## src/rtl/sinc3_pkg.sv

```systemverilog
`timescale 1ns/1ps
package sinc3_pkg;

   localparam int SINC_ORDER = 3;
   localparam int MAX_LOG2   = 12;
   localparam int ACC_W      = SINC_ORDER * MAX_LOG2 + 2;
   localparam int CNT_W      = MAX_LOG2;

   typedef enum logic [1:0] {
      GAIN_UNITY  = 2'd0,
      GAIN_THIRDS = 2'd1,
      GAIN_FIFTHS = 2'd2
   } gain_cls_e;

   // descending ratio table, code 0 = largest
   function automatic int unsigned ratio_of(input logic [3:0] code);
      case (code)
         4'd0:    return 4096;
         4'd1:    return 2048;
         4'd2:    return 1024;
         4'd3:    return 800;
         4'd4:    return 768;
         4'd5:    return 512;
         4'd6:    return 400;
         4'd7:    return 384;
         4'd8:    return 256;
         4'd9:    return 200;
         4'd10:   return 192;
         4'd11:   return 128;
         4'd12:   return 96;
         4'd13:   return 64;
         4'd14:   return 48;
         default: return 32;
      endcase
   endfunction

   // exponent of the power-of-two factor of the ratio
   function automatic int unsigned pow2_of(input logic [3:0] code);
      case (code)
         4'd0:    return 12;
         4'd1:    return 11;
         4'd2:    return 10;
         4'd3:    return 5;
         4'd4:    return 8;
         4'd5:    return 9;
         4'd6:    return 4;
         4'd7:    return 7;
         4'd8:    return 8;
         4'd9:    return 3;
         4'd10:   return 6;
         4'd11:   return 7;
         4'd12:   return 5;
         4'd13:   return 6;
         4'd14:   return 4;
         default: return 5;
      endcase
   endfunction

   // odd factor of the ratio: 1, 3 or 25
   function automatic gain_cls_e gain_class_of(input logic [3:0] code);
      case (code)
         4'd3, 4'd6, 4'd9:                return GAIN_FIFTHS;
         4'd4, 4'd7, 4'd10, 4'd12, 4'd14: return GAIN_THIRDS;
         default:                         return GAIN_UNITY;
      endcase
   endfunction

   // extra left shift that keeps the multiplier near 2^frac
   function automatic int unsigned exp_of(input gain_cls_e cls);
      case (cls)
         GAIN_THIRDS: return 5;
         GAIN_FIFTHS: return 14;
         default:     return 0;
      endcase
   endfunction

   // round(K / m^3 * 2^(frac + exp)); frac in 18..32
   function automatic logic [63:0] mult_of(input gain_cls_e cls, input int frac);
      logic [63:0] num;
      case (cls)
         GAIN_THIRDS: begin
            num = (64'd1 << (frac + 5)) + (64'd1 << (frac - 4)) + 64'd13;
            return num / 64'd27;
         end
         GAIN_FIFTHS: begin
            // K/15625 = 9983778 / (5^13 * 2^7)
            num = (64'd1 << (frac + 7)) * 64'd9983778 + 64'd610351562;
            return num / 64'd1220703125;
         end
         default: return 64'd1 << frac;
      endcase
   endfunction

endpackage

```

## src/rtl/sinc3_rate_ctl.sv

```systemverilog
`timescale 1ns/1ps
module sinc3_rate_ctl
   import sinc3_pkg::*;
(
   input  logic       clk,
   input  logic       rst_n,
   input  logic       restart,
   input  logic [3:0] rate_sel,
   output logic [3:0] rate_q,
   output logic       clr,
   output logic       dec,
   output logic       load,
   output logic       drdy_n
);

   logic [CNT_W-1:0] cnt;
   logic [CNT_W-1:0] last;
   logic             have_res;

   assign last = CNT_W'(ratio_of(rate_q) - 1);
   assign clr  = restart | (rate_sel != rate_q);
   assign dec  = !clr && (cnt == last);
   assign load = dec && have_res;

   always_ff @(posedge clk or negedge rst_n) begin
      if (!rst_n) begin
         rate_q   <= 4'd0;
         cnt      <= '0;
         have_res <= 1'b0;
         drdy_n   <= 1'b1;
      end else if (clr) begin
         rate_q   <= rate_sel;
         cnt      <= '0;
         have_res <= 1'b0;
         drdy_n   <= 1'b1;
      end else begin
         cnt    <= dec ? '0 : cnt + 1'b1;
         drdy_n <= !load;
         if (dec)
            have_res <= 1'b1;
      end
   end

endmodule

```

## src/rtl/sinc3_chan.sv

```systemverilog
`timescale 1ns/1ps
module sinc3_chan
   import sinc3_pkg::*;
#(
   parameter int ORDER = SINC_ORDER,
   parameter int AW    = ACC_W
) (
   input  logic                 clk,
   input  logic                 rst_n,
   input  logic                 clr,
   input  logic                 dec,
   input  logic                 bit_in,
   output logic signed [AW-1:0] result
);

   typedef logic signed [AW-1:0] acc_t;

   acc_t sample;
   acc_t integ_q [ORDER];
   acc_t integ_d [ORDER];
   acc_t comb_q  [ORDER];
   acc_t comb_d  [ORDER+1];

   always_comb begin
      sample     = bit_in ? acc_t'(1) : '1;
      integ_d[0] = integ_q[0] + sample;
      for (int s = 1; s < ORDER; s++)
         integ_d[s] = integ_q[s] + integ_d[s-1];
      comb_d[0] = integ_d[ORDER-1];
      for (int s = 0; s < ORDER; s++)
         comb_d[s+1] = comb_d[s] - comb_q[s];
   end

   always_ff @(posedge clk or negedge rst_n) begin
      if (!rst_n) begin
         for (int s = 0; s < ORDER; s++) begin
            integ_q[s] <= '0;
            comb_q[s]  <= '0;
         end
         result <= '0;
      end else if (clr) begin
         for (int s = 0; s < ORDER; s++) begin
            integ_q[s] <= '0;
            comb_q[s]  <= '0;
         end
         result <= '0;
      end else begin
         for (int s = 0; s < ORDER; s++)
            integ_q[s] <= integ_d[s];
         if (dec) begin
            for (int s = 0; s < ORDER; s++)
               comb_q[s] <= comb_d[s];
            result <= comb_d[ORDER];
         end
      end
   end

endmodule

```

## src/rtl/sinc3_scale.sv

```systemverilog
`timescale 1ns/1ps
module sinc3_scale
   import sinc3_pkg::*;
#(
   parameter int AW       = ACC_W,
   parameter int OUT_W    = 24,
   parameter int GAIN_F   = 32,
   parameter bit ROUND_EN = 1'b1
) (
   input  logic [3:0]              rate_q,
   input  logic signed [AW-1:0]    acc_in,
   output logic signed [OUT_W-1:0] word
);

   localparam int MUL_W = GAIN_F + 2;
   localparam int PW    = AW + MUL_W;

   gain_cls_e               cls;
   logic signed [MUL_W-1:0] mult_s;
   logic [7:0]              sh;
   logic signed [PW-1:0]    prod;
   logic signed [PW-1:0]    rounded;
   logic signed [PW-1:0]    shifted;
   logic                    fits;

   assign cls    = gain_class_of(rate_q);
   assign mult_s = MUL_W'(mult_of(cls, GAIN_F));
   assign sh     = 8'(3 * pow2_of(rate_q) + exp_of(cls) + GAIN_F - (OUT_W - 1));
   assign prod   = PW'(acc_in) * PW'(mult_s);

   if (ROUND_EN) begin : g_round
      assign rounded = prod + (PW'(1) << (sh - 8'd1));
   end else begin : g_trunc
      assign rounded = prod;
   end

   assign shifted = rounded >>> sh;
   assign fits    = (shifted[PW-1:OUT_W-1] == '0) || (shifted[PW-1:OUT_W-1] == '1);

   always_comb begin
      if (fits)
         word = shifted[OUT_W-1:0];
      else if (shifted[PW-1])
         word = {1'b1, {(OUT_W-1){1'b0}}};
      else
         word = {1'b0, {(OUT_W-1){1'b1}}};
   end

endmodule

```

## src/rtl/sinc3_decim.sv

```systemverilog
`timescale 1ns/1ps
module sinc3_decim
   import sinc3_pkg::*;
#(
   parameter int NUM_CH   = 2,
   parameter int OUT_W    = 24,
   parameter int GAIN_F   = 32,
   parameter bit ROUND_EN = 1'b1
) (
   input  logic                    clk,
   input  logic                    rst_n,
   input  logic                    restart,
   input  logic [3:0]              rate_sel,
   input  logic [NUM_CH-1:0]       mod_bits,
   output logic                    drdy_n,
   output logic [NUM_CH*OUT_W-1:0] data_out
);

   if (NUM_CH < 1) begin : g_bad_ch
      $error("sinc3_decim: NUM_CH must be at least 1");
   end
   if (GAIN_F < 18 || GAIN_F > 32) begin : g_bad_frac
      $error("sinc3_decim: GAIN_F must lie in 18..32");
   end
   if (OUT_W < 8 || OUT_W > 32) begin : g_bad_width
      $error("sinc3_decim: OUT_W must lie in 8..32");
   end

   logic [3:0] rate_q;
   logic       clr;
   logic       dec;
   logic       load;

   sinc3_rate_ctl u_ctl (
      .clk      (clk),
      .rst_n    (rst_n),
      .restart  (restart),
      .rate_sel (rate_sel),
      .rate_q   (rate_q),
      .clr      (clr),
      .dec      (dec),
      .load     (load),
      .drdy_n   (drdy_n)
   );

   for (genvar g = 0; g < NUM_CH; g++) begin : g_ch
      logic signed [ACC_W-1:0] filt;
      logic signed [OUT_W-1:0] scaled;
      logic signed [OUT_W-1:0] hold;

      sinc3_chan u_chan (
         .clk    (clk),
         .rst_n  (rst_n),
         .clr    (clr),
         .dec    (dec),
         .bit_in (mod_bits[g]),
         .result (filt)
      );

      sinc3_scale #(
         .AW       (ACC_W),
         .OUT_W    (OUT_W),
         .GAIN_F   (GAIN_F),
         .ROUND_EN (ROUND_EN)
      ) u_scale (
         .rate_q (rate_q),
         .acc_in (filt),
         .word   (scaled)
      );

      always_ff @(posedge clk or negedge rst_n) begin
         if (!rst_n)
            hold <= '0;
         else if (load)
            hold <= scaled;
      end

      assign data_out[g*OUT_W +: OUT_W] = hold;
   end

endmodule

```

## config.mk

```make
export PLATFORM = sky130hd
export DESIGN_NAME = sinc3_decim
export DESIGN_NICKNAME = d
export VERILOG_FILES = /design/src/rtl/sinc3_pkg.sv /design/src/rtl/sinc3_rate_ctl.sv /design/src/rtl/sinc3_chan.sv /design/src/rtl/sinc3_scale.sv /design/src/rtl/sinc3_decim.sv
export SDC_FILE = /design/constraint.sdc
export NUM_CORES = 2
export LEC_CHECK = 0
export ABC_AREA = 1
export ABC_CLOCK_PERIOD_IN_PS = 14400
export BUFFER_PORTS_ARGS = -buffer_cell sky130_fd_sc_hd__buf_2
export CAP_MARGIN = 30
export CORE_MARGIN = 3
export CORE_UTILIZATION = 31
export DETAILED_ROUTE_END_ITERATION = 10
export GPL_ROUTABILITY_DRIVEN = 0
export GPL_TIMING_DRIVEN = 1
export HOLD_SLACK_MARGIN = 0.12
export SLEW_MARGIN = 20
export SYNTH_ARGS = -nofsm -noshare
export SYNTH_HDL_FRONTEND = slang
export SYNTH_HIERARCHICAL = 1
export SYNTH_SLANG_ARGS = --single-unit
```

## constraint.sdc

```tcl
create_clock -name clk -period 14.4 [get_ports clk]
set_input_delay 1.44 -clock clk [delete_from_list [all_inputs] [get_ports clk]]
set_output_delay 1.44 -clock clk [all_outputs]
set_load 0.1 [all_outputs]
```

# --- After elaboration in Yosys (flattened, before gate mapping) ---
# Memories as Yosys holds them, arrays and structs flattened.
# Cells that the tools add are included.
totals:
  regBits: 598
  rom_bits: 352
  inputBits: 9
  out_inout_bits: 49
  word_cells: 100
  n_memories: 5
memory_table:
  columns: ["memory", "depth", "word_bits", "read_ports", "rd_ports_with_merged_regs", "wr", "line_no", "source"]
  rows:
  - ["(no name shown)", 16, 10, 1, 0, 0, "sinc3_pkg.sv:17", "case (code)"]
  - ["(no name shown)", 16, 4, 1, 0, 0, "sinc3_pkg.sv:39", "case (code)"]
  - ["(no name shown)", 16, 4, 1, 0, 0, "sinc3_pkg.sv:39", null]
  - ["(no name shown)", 16, 2, 1, 0, 0, "sinc3_pkg.sv:61", "case (code)"]
  - ["(no name shown)", 16, 2, 1, 0, 0, "sinc3_pkg.sv:61", null]
op_classes:
  n_addsub: 24
  mul: 4
  eq_ne: 8
  shift: 4
  mux: 25
  bitwise_logic: 1
  n_reduce_logical: 9
op_table:
  columns: ["op", "n"]
  rows:
  - ["2-to-1 mux 114 bit", 6]
  - ["adder 38 bit", 6]
  - ["2-to-1 mux 38 bit", 6]
  - ["subtractor 38 bit", 6]
  - ["adder 72 bit", 2]
  - ["multiplier 38 x 34 -> 72 bit", 2]
  - ["<< shifter 1 x 8 -> 72 bit (first input constant)", 2]
  - [">>> shifter 72 x 8 -> 72 bit", 2]
  - ["case mux 30 bit (2 select lines)", 2]
  - ["equality test 49 bit (second input constant)", 2]
  - ["zero test 49 bit", 2]
  - ["2-to-1 mux 24 bit", 4]
  - ["multiplier 2 x 32 -> 8 bit (first input constant)", 2]
  - ["2-to-1 mux 12 bit", 2]
  - ["adder 8 x 4 -> 8 bit", 2]
  - ["adder 8 x 6 -> 8 bit (second input constant)", 2]
  - ["case mux 4 bit (2 select lines)", 2]
  - ["subtractor 8 x 1 -> 8 bit (second input constant)", 2]
  - ["subtractor 8 x 5 -> 8 bit (second input constant)", 2]
  - ["adder 12 x 1 -> 12 bit (second input constant)", 1]
  - ["equality test 12 bit", 1]
  - ["subtractor 12 x 1 -> 12 bit (second input constant)", 1]
  - ["equality test 2 x 1 -> 1 bit (second input constant)", 2]
  - ["equality test 2 bit (second input constant)", 2]
  - ["other kinds (7)", 12]

# --- Depth between registers and ports, before layout ---
# An unclocked memory read counts as a cell.
depth:
  word_depth: 13
  mapped_depth: 69
  ltp_nobuf: 68

# --- Hierarchy ---
# Netlist, hierarchy kept.
modules_own_cells:
  columns: ["module", "instances", "cells_per_inst", "area_each_um2", "seq_area_each_um2"]
  rows:
  - ["sinc3_scale", 2, 2984, 17963.5, 0.0]
  - ["sinc3_chan (g_ch[0].u_chan)", 1, 2922, 21549.4, 6656.4]
  - ["sinc3_chan (g_ch[1].u_chan)", 1, 2788, 20833.7, 6656.4]
  - ["sinc3_decim", 1, 203, 1805.5, 1201.2]
  - ["sinc3_rate_ctl", 1, 225, 1503.9, 451.7]

# --- Worst setup path before layout ---
# No wires, ideal clock.
synth_timing:
  path_type: "input-to-reg"
  start: "input port mod_bits[1]"
  end: "register g_ch[1].u_chan.result[37]"
  setup_time_ns: 0.117
  arrival_time_ns: 10.505
  t_required_ns: 14.283
  path_slack_ns: 3.778
  stages: 65
  path_buffers: 0
  cell_sequence: "inv_1 ha_1 nand2_1 inv_1 nand2_1 nand3_1 a31oi_1 xor2_1 inv_1 ha_1 nand2_1 o21ai_0 a21oi_2 o21ai_2 a21oi_2 o21a_2 o21ai_2 a21oi_2 (+29 left out) xor2_1 ha_1 nand2_1 nor2_1 nand2_1 nor2_1 nand3_1 o2111ai_1 nand2_1 inv_1 o21ai_0 nand2_1 xor2_1 inv_1 nand3_1 nand2_1 nand2_1 nand2_1"
synth_via:
  elab_chain_len: 9
synth_rtl:
  columns: ["element", "line_no", "source"]
  rows:
  - ["start, declared", "sinc3_decim.sv:14", "input logic [NUM_CH-1:0] mod_bits,"]
  - ["2-to-1 mux 38 bit", "sinc3_chan.sv:25", "sample = bit_in ? acc_t'(1) : '1;"]
  - ["adder 38 bit", "sinc3_chan.sv:26", "integ_d[0] = integ_q[0] + sample;"]
  - ["adder 38 bit (2 in a row)", "sinc3_chan.sv:28", "integ_d[s] = integ_q[s] + integ_d[s-1];"]
  - ["subtractor 38 bit (3 in a row)", "sinc3_chan.sv:31", "comb_d[s+1] = comb_d[s] - comb_q[s];"]
  - ["2-to-1 mux 38 bit", "sinc3_chan.sv:50", "if (dec) begin"]
  - ["2-to-1 mux 38 bit", "sinc3_chan.sv:41", "end else if (clr) begin"]
  - ["end signal, assigned", "sinc3_chan.sv:53", "result <= comb_d[ORDER];"]
  - ["end, declared", "sinc3_chan.sv:13", "output logic signed [AW-1:0] result"]
# No other way between the ends. The select of a mux whose other input is x is not followed.
# A chain may end at the register's enable or synchronous reset.

# --- Worst setup path after layout ---
layout_timing:
  start: "register u_ctl.rate_q[0]"
  end: "register g_ch[1].hold[3]"
layout_via:
  elab_chain_len: 13
  elab_cells_between_ends: 28
  cone_classes: "add/sub (6); mul (2); eq/ne (5); shift (2); mux (4); bitwise (1); reduce/logical (5); memory (3)"
layout_rtl:
  columns: ["element", "line_no", "source"]
  rows:
  - ["start, declared", "sinc3_rate_ctl.sv:9", "output logic [3:0] rate_q,"]
  - ["start signal, assigned", "sinc3_rate_ctl.sv:32", "rate_q <= rate_sel;"]
  - ["parallel branches: the longest is 9 deep, another holds adder 72 bit", null, null]
  - [">>> shifter 72 x 8 -> 72 bit *", "sinc3_scale.sv:37", "assign shifted = rounded >>> sh;"]
  - ["equality test 49 bit / zero test 49 bit (equally long branches)", "sinc3_scale.sv:38", "assign fits = (shifted[PW-1:OUT_W-1] == '0) || (shifted[PW-1:OUT_W-1] == '1);"]
  - ["logical OR 1 bit", "sinc3_scale.sv:38", null]
  - ["2-to-1 mux 24 bit *", "sinc3_scale.sv:41", "if (fits)"]
  - ["via g_ch[1].scaled[3]", "sinc3_decim.sv:48", "logic signed [OUT_W-1:0] scaled;"]
  - ["end signal, assigned", "sinc3_decim.sv:75", "hold <= scaled;"]
  - ["end, declared", "sinc3_decim.sv:49", "logic signed [OUT_W-1:0] hold;"]
# Mark *: on every way through the listed nets, which the timed path passes.

==> impl_metrics.json <==
{
  "cts_max_level": 3,
  "dr.pass1.iters": 6,
  "required_ns": 15.01,
  "grt_pass1_vias": 72300,
  "peakVddDrop_mv": 0.167,
  "pre_cts_ws_ns": 2.34,
  "drv_cap": 0,
  "cp_common_cell": "nand2_1",
  "area_growth_pct": 8.16,
  "min_path_type": "reg -> reg",
  "crit_path_end_kind": "register",
  "crit_buf_inv": 9,
  "cts_num_sinks": 598,
  "viasPerCell": 4.92,
  "cts.repair.resized": 0,
  "drc": 0,
  "fin_crit_sh_pct": 84.5,
  "timing.final.hold_violations": 0,
  "cts_setup_buffers": 0,
  "rows": 187,
  "fmax_mhz": 82.2,
  "antenna_found_initial": 2,
  "arrival_ns": 12.77,
  "finalSetupViolations": 0,
  "grt_start_max_net_pins": 155,
  "powerDensity_nw_per_um2": 142,
  "overflow": 0,
  "cts_hold_buf": 0,
  "worst_setup_path_start_kind": "register",
  "coreArea_um2": 261000,
  "synthFlopType": "dfrtp_1",
  "synth_nets": 13500,
  "holdPathStages": 2,
  "track_usage_pct": 17.4,
  "yosys.cell_types.count": 81,
  "cp_max_fo": 72,
  "avgSynthCellArea_um2": 6.74,
  "cpLargestDelayFamily": "simple AND/OR/NAND/NOR gates",
  "worst_pin_slew_ns": 1.05,
  "drtAntennaViolNets": 0,
  "cts_buffers": 80,
  "die_height_um": 519,
  "mostFrequentLayoutCell": "nand2_1",
  "drv_slew": 0,
  "netlist_area_um2": 81600,
  "rsz0062_at_grt": "false",
  "tns_ns": 0,
  "critPathKind": "reg -> reg",
  "crit_cells": 53,
  "start_util_pct": 31.3,
  "die_area_um2": 269000,
  "period_minus_slack_ns": 12.16,
  "yosysSeqAreaShare_pct": 18.3,
  "fp.dieW_um": 519,
  "io_pins": 58,
  "first_iter_violations": 6533,
  "status": "complete, no violations",
  "grt_pass1_wl_um": 388000,
  "root_buffer": "clkbuf_16",
  "insertion_delay_ns": 0.73,
  "final_cell_mix": "nand2_1 (3116), inv_1 (2031), nand3_1 (1202)",
  "setup_ws_ns": 2.24,
  "num_vias": 76400,
  "synth_edf_count": 0,
  "nNetsFinal": 13400,
  "crit_path_top_delay_cell": "dfrtp_1",
  "finalWirelength_um": 240000,
  "drive_above_1_share_pct": 4.30,
  "clockBufferDepth": 3,
  "synthArstFlopShare_pct": 100,
  "ys_ff_latch": 598,
  "cts_tree": "done",
  "p_leak_nw": 49.3,
  "routedWlPerCell_um": 15.4,
  "r2r_cells": 53,
  "dp_hpwl_um": 195000,
  "finClkSkew_ns": 0.0581,
  "ys_warn_count": 6,
  "synth_cells": 12100,
  "critPathMaxStageDelay_ns": 0.92,
  "hold_slack_ns": 0.464,
  "max_slew_margin_pct": 29.5,
  "numPortBuffers": 57,
  "cts.clk_slew.worst_paths_ns": 0.05
}
## worst reg2reg max path, delay by kind of cell, from the launching register on
family | cells | cell delay, ns
buf+inv | 9 | 1.48
flops | 1 | 0.92
fa+ha+maj | 9 | 3.32
compound gates | 4 | 0.50
simple gates | 31 | 5.84
## state kept, by name, indices dropped and copies added (netlist names)
| signal | count |
|---|---|
| g_ch.hold | 48 |
| u_ctl/drdy_n | 1 |
| g_ch.u_chan/result | 76 |
| u_ctl/cnt | 12 |
| u_ctl/have_res | 1 |
| g_ch.u_chan/integ_q | 228 |
| g_ch.u_chan/comb_q | 228 |
| u_ctl/rate_q | 4 |
## report_power, final
part           leakage [nW]  switching, mW  internal, mW
combinational          39.6           5.95          2.73
sequential             8.32         0.0103          1.70
clock                  1.39          0.852          1.28
total                  49.3           6.81          5.71
## layer usage
layer / vias up / part of all wire (%) / GRT usage [%]
met5: - / 0.0058 / 0
met1: 35100 / 48 / 24.9
met3: 344 / 5.2 / 1.75
met4: 2 / 2.9 / 4.85
met2: 2059 / 44 / 27.6
li1: 38800 / - / -
## per-stage QoR
stage / power [mW] / util, % / area (um^2) / instances
final: 12.5 / 33.9 / 88300 / 15500
after detailed placement: 10.2 / 32.7 / 85400 / 15400
after CTS: 12.5 / 33.9 / 88200 / 15500
after floorplan: 8.04 / - / 81600 / 12100
after global routing: 13.7 / 33.9 / 88300 / 15500
after global placement: 10.3 / 32.7 / 85400 / 15400
## Yosys cell counts, types with 29 or more instances
| cell type | number | area (um^2) |
|---|---|---|
| o211ai_1 | 49 | 368 |
| a21o_1 | 63 | 473 |
| nand2_1 | 3118 | 11700 |
| dfrtp_1 | 597 | 14900 |
| xnor2_1 | 143 | 1250 |
| nor2_1 | 838 | 3150 |
| o21ai_1 | 73 | 365 |
| xor2_1 | 271 | 2370 |
| o21ai_0 | 502 | 2510 |
| fa_1 | 320 | 6410 |
| o221ai_1 | 38 | 333 |
| ha_1 | 1100 | 13800 |
| inv_1 | 2038 | 7650 |
| nand3_1 | 1202 | 6020 |
| a21oi_1 | 634 | 3170 |
| clkbuf_1 | 202 | 758 |
| buf_1 | 68 | 255 |
| nand2_2 | 42 | 263 |
| nand4_1 | 94 | 588 |
| buf_2 | 29 | 145 |
| nor3_1 | 89 | 445 |
| a31oi_1 | 94 | 588 |
## worst paths after layout
kind,startpoint,endpoint,slack (ns)
hold / removal,g_ch[0].hold[15],g_ch[0].hold[15],0.46
setup / recovery,u_ctl/rate_q[0],g_ch[1].hold[3],2.24
setup reg to reg,u_ctl/rate_q[0],g_ch[1].hold[3],2.24
hold reg to reg,g_ch[0].hold[15],g_ch[0].hold[15],0.46
min in group asynchronous,rst_n,g_ch[1].hold[1],0.76
max in group asynchronous,rst_n,g_ch[0].u_chan/comb_q[81],10.90
## final cells by class
| class | instances | area (um^2) |
|---|---|---|
| fill | 28400 | 172000 |
| multi-input combinational | 9104 | 57500 |
| sequential | 598 | 15000 |
| inverter | 2076 | 7810 |
| tap | 3496 | 4370 |
| clock buffer | 116 | 2370 |
| timing repair buffer | 111 | 758 |
| clock inverter | 31 | 509 |
| antenna | 1 | 2.50 |
## kinds of logic after synthesis
group           Yosys count  synth area share [%]
compound gates         1709                  12.3
xor+xnor                416                  4.48
fa+ha+maj              1420                  24.7
buf+inv                2404                  11.3
flops                   598                  18.3
mux                       8                0.0981
simple gates           5551                  28.8
Note: power is estimated with default switching activity, not from simulation.
